## src/rtl/dm_cs_pkg.sv

```systemverilog
package dm_cs_pkg;

    localparam int unsigned WORD_W     = 32;
    localparam int unsigned BIT_ACTIVE = 0;
    localparam int unsigned BIT_NDMRST = 1;
    localparam int unsigned BIT_HALT   = 31;
    localparam int unsigned BIT_ANY_UN = 8;
    localparam int unsigned BIT_ALL_UN = 9;

    typedef struct packed {
        logic halt;
        logic ndmrst;
        logic active;
    } ctrl_t;

    typedef struct packed {
        logic              valid;
        logic [WORD_W-1:0] rdata;
    } rsp_t;

endpackage

```

## src/rtl/dm_cs_decode.sv

```systemverilog
module dm_cs_decode #(
    parameter int unsigned          ADDR_W    = 7,
    parameter int unsigned          NUM_DATA  = 2,
    parameter logic [ADDR_W-1:0]    CTRL_ADDR = 7'h10,
    parameter logic [ADDR_W-1:0]    STAT_ADDR = 7'h11,
    parameter logic [ADDR_W-1:0]    DATA_BASE = 7'h04,
    localparam int unsigned         IDX_W     = (NUM_DATA > 1) ? $clog2(NUM_DATA) : 1
) (
    input  logic [ADDR_W-1:0] addr_i,
    output logic              hit_ctrl_o,
    output logic              hit_stat_o,
    output logic              hit_data_o,
    output logic [IDX_W-1:0]  data_idx_o
);

    logic [ADDR_W-1:0] offset;

    always_comb begin
        offset     = addr_i - DATA_BASE;
        hit_ctrl_o = (addr_i == CTRL_ADDR);
        hit_stat_o = (addr_i == STAT_ADDR);
        hit_data_o = (addr_i >= DATA_BASE) && (offset < ADDR_W'(NUM_DATA));
        data_idx_o = offset[IDX_W-1:0];
    end

endmodule

```

## src/rtl/dm_cs_ctrl.sv

```systemverilog
module dm_cs_ctrl
    import dm_cs_pkg::*;
(
    input  logic  clk_i,
    input  logic  rst_ni,
    input  logic  wr_i,
    input  logic  active_bit_i,
    input  logic  halt_bit_i,
    input  logic  ndmrst_bit_i,
    output ctrl_t ctrl_o
);

    ctrl_t ctrl_d, ctrl_q;

    always_comb begin
        ctrl_d = ctrl_q;
        if (wr_i) begin
            if (!active_bit_i) begin
                ctrl_d = '0;
            end else if (!ctrl_q.active) begin
                ctrl_d.active = 1'b1;
            end else begin
                ctrl_d.halt   = halt_bit_i;
                ctrl_d.ndmrst = ndmrst_bit_i;
            end
        end
    end

    always_ff @(posedge clk_i or negedge rst_ni) begin
        if (!rst_ni) begin
            ctrl_q <= '0;
        end else begin
            ctrl_q <= ctrl_d;
        end
    end

    assign ctrl_o = ctrl_q;

endmodule

```

## src/rtl/dm_cs_data.sv

```systemverilog
module dm_cs_data
    import dm_cs_pkg::*;
#(
    parameter int unsigned  NUM_DATA = 2,
    localparam int unsigned IDX_W    = (NUM_DATA > 1) ? $clog2(NUM_DATA) : 1
) (
    input  logic                             clk_i,
    input  logic                             rst_ni,
    input  logic                             clear_i,
    input  logic                             wr_i,
    input  logic [IDX_W-1:0]                 idx_i,
    input  logic [WORD_W-1:0]                wdata_i,
    output logic [NUM_DATA-1:0][WORD_W-1:0]  words_o
);

    logic [NUM_DATA-1:0][WORD_W-1:0] words_d, words_q;

    for (genvar i = 0; i < NUM_DATA; i++) begin : g_word
        always_comb begin
            words_d[i] = words_q[i];
            if (clear_i) begin
                words_d[i] = '0;
            end else if (wr_i && (idx_i == IDX_W'(i))) begin
                words_d[i] = wdata_i;
            end
        end
    end

    always_ff @(posedge clk_i or negedge rst_ni) begin
        if (!rst_ni) begin
            words_q <= '0;
        end else begin
            words_q <= words_d;
        end
    end

    assign words_o = words_q;

endmodule

```

## src/rtl/dm_ctrl_status.sv

```systemverilog
module dm_ctrl_status
    import dm_cs_pkg::*;
#(
    parameter int unsigned       NUM_HARTS = 1,
    parameter int unsigned       NUM_DATA  = 2,
    parameter int unsigned       ADDR_W    = 7,
    parameter int unsigned       EN_W      = 4,
    parameter logic [EN_W-1:0]   EN_ON     = 4'b1010,
    parameter logic [3:0]        VERSION   = 4'd2,
    parameter logic [ADDR_W-1:0] CTRL_ADDR = 7'h10,
    parameter logic [ADDR_W-1:0] STAT_ADDR = 7'h11,
    parameter logic [ADDR_W-1:0] DATA_BASE = 7'h04
) (
    input  logic                 clk_i,
    input  logic                 rst_ni,
    input  logic [EN_W-1:0]      dbg_en_i,
    input  logic [NUM_HARTS-1:0] unavail_i,
    input  logic                 req_valid_i,
    input  logic                 req_write_i,
    input  logic [ADDR_W-1:0]    req_addr_i,
    input  logic [WORD_W-1:0]    req_wdata_i,
    output logic                 rsp_valid_o,
    output logic [WORD_W-1:0]    rsp_rdata_o,
    output logic                 active_o,
    output logic [NUM_HARTS-1:0] debug_req_o,
    output logic                 ndmreset_o
);

    localparam int unsigned IDX_W = (NUM_DATA > 1) ? $clog2(NUM_DATA) : 1;

    logic                            en_ok;
    logic                            hit_ctrl, hit_stat, hit_data;
    logic [IDX_W-1:0]                data_idx;
    logic                            wr_any, wr_ctrl, wr_data, clear_all;
    ctrl_t                           ctrl;
    logic [NUM_DATA-1:0][WORD_W-1:0] words;
    logic [WORD_W-1:0]               rd_word;
    rsp_t                            rsp_d, rsp_q;

    dm_cs_decode #(
        .ADDR_W   (ADDR_W),
        .NUM_DATA (NUM_DATA),
        .CTRL_ADDR(CTRL_ADDR),
        .STAT_ADDR(STAT_ADDR),
        .DATA_BASE(DATA_BASE)
    ) i_decode (
        .addr_i    (req_addr_i),
        .hit_ctrl_o(hit_ctrl),
        .hit_stat_o(hit_stat),
        .hit_data_o(hit_data),
        .data_idx_o(data_idx)
    );

    always_comb begin
        en_ok     = (dbg_en_i == EN_ON);
        wr_any    = req_valid_i && req_write_i && en_ok;
        wr_ctrl   = wr_any && hit_ctrl;
        wr_data   = wr_any && hit_data && ctrl.active;
        clear_all = wr_ctrl && !req_wdata_i[BIT_ACTIVE];
    end

    dm_cs_ctrl i_ctrl (
        .clk_i       (clk_i),
        .rst_ni      (rst_ni),
        .wr_i        (wr_ctrl),
        .active_bit_i(req_wdata_i[BIT_ACTIVE]),
        .halt_bit_i  (req_wdata_i[BIT_HALT]),
        .ndmrst_bit_i(req_wdata_i[BIT_NDMRST]),
        .ctrl_o      (ctrl)
    );

    dm_cs_data #(
        .NUM_DATA(NUM_DATA)
    ) i_data (
        .clk_i  (clk_i),
        .rst_ni (rst_ni),
        .clear_i(clear_all),
        .wr_i   (wr_data),
        .idx_i  (data_idx),
        .wdata_i(req_wdata_i),
        .words_o(words)
    );

    always_comb begin
        rd_word = '0;
        if (hit_ctrl) begin
            rd_word[BIT_ACTIVE] = ctrl.active;
            rd_word[BIT_NDMRST] = ctrl.ndmrst;
            rd_word[BIT_HALT]   = ctrl.halt;
        end else if (hit_stat) begin
            rd_word[3:0]        = VERSION;
            rd_word[BIT_ANY_UN] = |unavail_i;
            rd_word[BIT_ALL_UN] = &unavail_i;
        end else if (hit_data && ctrl.active) begin
            rd_word = words[data_idx];
        end
    end

    always_comb begin
        rsp_d.valid = req_valid_i;
        rsp_d.rdata = '0;
        if (req_valid_i && !req_write_i && en_ok) begin
            rsp_d.rdata = rd_word;
        end
    end

    always_ff @(posedge clk_i or negedge rst_ni) begin
        if (!rst_ni) begin
            rsp_q <= '0;
        end else begin
            rsp_q <= rsp_d;
        end
    end

    assign rsp_valid_o = rsp_q.valid;
    assign rsp_rdata_o = rsp_q.rdata;
    assign active_o    = ctrl.active;
    assign debug_req_o = {NUM_HARTS{ctrl.halt}};
    assign ndmreset_o  = ctrl.ndmrst;

endmodule

```

## config.mk

```make
export PLATFORM = sky130hd
export DESIGN_NAME = dm_ctrl_status
export DESIGN_NICKNAME = d
export VERILOG_FILES = /design/src/rtl/dm_cs_pkg.sv /design/src/rtl/dm_cs_decode.sv /design/src/rtl/dm_cs_ctrl.sv /design/src/rtl/dm_cs_data.sv /design/src/rtl/dm_ctrl_status.sv
export SDC_FILE = /design/constraint.sdc
export NUM_CORES = 1
export LEC_CHECK = 0
export CORE_UTILIZATION = 40
export DETAILED_ROUTE_END_ITERATION = 8
export REMOVE_ABC_BUFFERS = 1
export SLEW_MARGIN = 20
export SYNTH_ARGS = -nofsm -noshare
export SYNTH_HDL_FRONTEND = slang
export SYNTH_SLANG_ARGS = --single-unit
```

## constraint.sdc

```tcl
create_clock -name clk_i -period 3.24 [get_ports clk_i]
set_input_delay 0.324 -clock clk_i [delete_from_list [all_inputs] [get_ports clk_i]]
set_output_delay 0.324 -clock clk_i [all_outputs]
set_load 0.02 [all_outputs]
```

==> key figures <==
Run status
  • Run status: complete, no violations

Finish
  • Design area: between 5000 and 6000 um^2
  • Fill cells: between 1000 and 1500
  • Finished Core Util: between 50% and 60%
  • Final Net Count: roughly 560
  • Area taken by multi-input logic gates: around 1800 um^2
  • # diodes: 0
  • Sequential cell area: about 2500 um^2
  • P&R area growth vs syn: 25.8%
  • Share of cells above drive strength 1: roughly 7.3%

STA
  • Fin. max-slew vios: 0
  • Final Hold Fails: 0
  • Final setup viols: 0
  • Worst slew margin: between 50% and 60%
  • Setup ws final: ~0.98 ns
  • Period utilization: 69.8%
  • Hold WS: 0.0378 ns
  • F_max: between 0.4 and 0.5 GHz
  • Clk_skew: about 0.0050 ns
  • Tmin final: approximately 2.3 ns
  • RSZ-0062 raised after global routing: false
  • Slew at the pin closest to its max-slew limit: approximately 0.74 ns

Detailed routing
  • WL final: roughly 12 mm
  • Initial drt markers: 208
  • Post-route ant nets: 0
  • Per-cell routed wire length: ~18 um
  • Pre-antenna DRT Iters: 5
  • DRC violations left: 0
  • Routed vias/inst: ~5.8
  • Vias after detailed routing: ~3800

Setup path
  • Critical path class: input pin to register
  • Buf+Inv Stages, Crit Path: 3
  • CP max stage delay: approximately 0.46 ns
  • Startpoint type of the worst setup path: input pin
  • CP cell instances: clkdlybuf4s50_1, inv_1, ha_1, xnor2_1, nand3_2, buf_4, o31ai_1, a21oi_1
  • Crit path max fanout: 34
  • Critical path endpoint category: register
  • Crit path max-delay family: buffers and inverters
  • CP Data Arrival Time: between 2 and 2.5 ns
  • CP max-delay cell: clkdlybuf4s50_1
  • Worst path required time: 3.44 ns

Power and ir drop
  • Tot Pwr: approximately 2.6 mW
  • VDD IR max: between 0.0002 and 0.0003 V
  • Clock network power share: approximately 42%
  • Lkg Pwr: between 2 and 2.5 nW
  • Comb pwr share: slightly below 8%
  • Sequential Power Share: 49.8%
  • Switching pwr: roughly 0.60 mW
  • Sw frac: around a quarter
  • Cell Int Power: roughly 2.0 mW
  • Power Dens Cells: around 440 nW/um^2

Global routing
  • Initial antenna violation count: 0
  • Grt ovf: 0
  • First-pass GRT wire length: between 15 and 20 mm
  • Vias in the first global route: ~3800
  • Tot GR Track Use: 20.8%
  • Largest net degree at the start of global routing: around 60

Die
  • Area of the die: between 10000 and 15000 um^2
  • Io pins: 84
  • Std cell rows: 38
  • Die Width: 109 um
  • Die Ht: between 100 and 150 um
  • Starting density of the core: 41.8%
  • Core area: around 11000 um^2

Place
  • Dpl cell area: about 5500 um^2
  • Port Buffers: slightly above 80
  • DP Wirelength: between 6 and 7 mm
  • RePlAce Congestion: between 0.7 and 0.8
  • Placement Setup Slack: about 0.66 ns

Min path
  • Worst Hold Class: input pin to asynchronous set/reset pin

Logic synthesis
  • Top cells by area, synth: dfrtp_1, a21oi_1, mux2i_1, o31ai_1, nand4_1
  • Main synth FF type: dfrtp_1
  • Count leader, synth: dfrtp_1
  • Post-synth ARST share: 100%
  • Cell count after synthesis: 456
  • Synth warn: 0
  • Number of synthesized flops with an enable pin: 0
  • Post-synthesis sequential area ratio: between 50% and 60%
  • Share of the synthesized area in the top cell type: a little over half
  • Yosys top cell by area: dfrtp_1
  • Most instantiated cells after synthesis: dfrtp_1, a21oi_1, nand3_1, nand4_1, o31ai_1
  • Yosys reg bits: 100
  • Cell area after synthesis: about 4600 um^2
  • Netlist cell types: 34
  • Synth Area per Inst: approximately 10 um^2

Clocking
  • CTS Buf Count: 9
  • Clk pin slew, worst setup/hold paths: approximately 0.07 ns
  • Clock sinks: 100
  • TritonCTS clock tree: done
  • PostCTS Resize Cnt: 0
  • Root Buffer: clkbuf_16
  • Hold_buf cts: 0
  • Clock buffer depth: 2
  • CTS H-tree lvls: 3
  • Post-CTS setup buffers: 0
  • Clock latency at the later pin of the worst-skew pair: 0.34 ns

Job
  • Max-cap violations: 0
registers in the layout (all words and copies together), names as in the netlist:
signal          cells
i_ctrl.ctrl_o       3
i_data.words_o     64
rsp_rdata_o        32
rsp_valid_o         1
power groups by stage:
| stage | Clock (mW) | Combinational (mW) | Sequential, mW |
|---|---|---|---|
| 2_1_floorplan | 0 | 0.0358 | 1.31 |
| 4_1_cts | 1.11 | 0.201 | 1.27 |
| 3_3_place_gp | 0 | 0.200 | 1.30 |
| 5_1_grt | 1.17 | 0.215 | 1.27 |
| 3_5_place_dp | 0 | 0.200 | 1.30 |
| 6_report | 1.08 | 0.198 | 1.27 |
through the flow:
stage               TNS (ns)  instances
global route               0        658
floorplan             -74.70        405
global placement           0        642
CTS                        0        658
detailed placement         0        642
finish                     0        658
cells in the final DEF (no fill, tap or decap), types with 9 or more instances in the layout:
cell / n
clkbuf_16: 9
nand3_1: 39
nand4_1: 33
mux2i_1: 29
o21ai_0: 32
clkdlybuf4s50_1: 81
o31ai_1: 33
nor2_1: 31
dfrtp_1: 100
buf_4: 13
a21oi_1: 65
layout make-up:
type	instances	area share, %
clock inverters	7	1.29
repair buffers	97	16.7
well taps	140	3.02
inverters	5	0.323
clock buffers	9	3.88
flip-flops and latches	100	43.1
multi-input cells	300	31.7
metal layers:
metal	GRT usage (%)	vias up	routed length, um
met5	0	-	0
met4	5.14	0	112
met3	4.62	12	637
met2	32.2	119	5520
met1	29.7	1899	5520
li1	-	1773	-
worst reg2reg max path, cell delays in order (launching register included):
cell     delay, ns
dfrtp_1       0.47
and3_1        0.25
nand3_2       0.34
buf_4         0.40
o31ai_1       0.30
a21oi_1       0.10
logic make-up after synthesis:
logic type / after synthesis / share of synthesized area [%]
AOI/OAI and AO/OA: 137 / 17.1
xor gates and xnor gates: 1 / 0.190
adders and majority gates: 2 / 0.542
buffers and inverters: 56 / 6.37
and+or+nand+nor: 130 / 15.1
DFF: 100 / 54.2
muxes: 30 / 6.53
path summary, 6_finish.rpt:
kind                            slack (ns)  depth (start not counted)          startpoint            endpoint
worst max register to register        1.25                          5    i_ctrl.ctrl_o[0]  i_data.words_o[58]
worst min-delay path                  0.04                          1              rst_ni  i_data.words_o[29]
worst max-delay path                  0.98                          8       req_addr_i[2]  i_data.words_o[58]
min in group clk_i                    0.44                          1         req_valid_i         rsp_valid_o
worst min register to register        0.52                          2  i_data.words_o[14]     rsp_rdata_o[14]
max in group asynchronous             2.35                          2              rst_ni  i_data.words_o[41]
(Power assumes the default switching activity.)
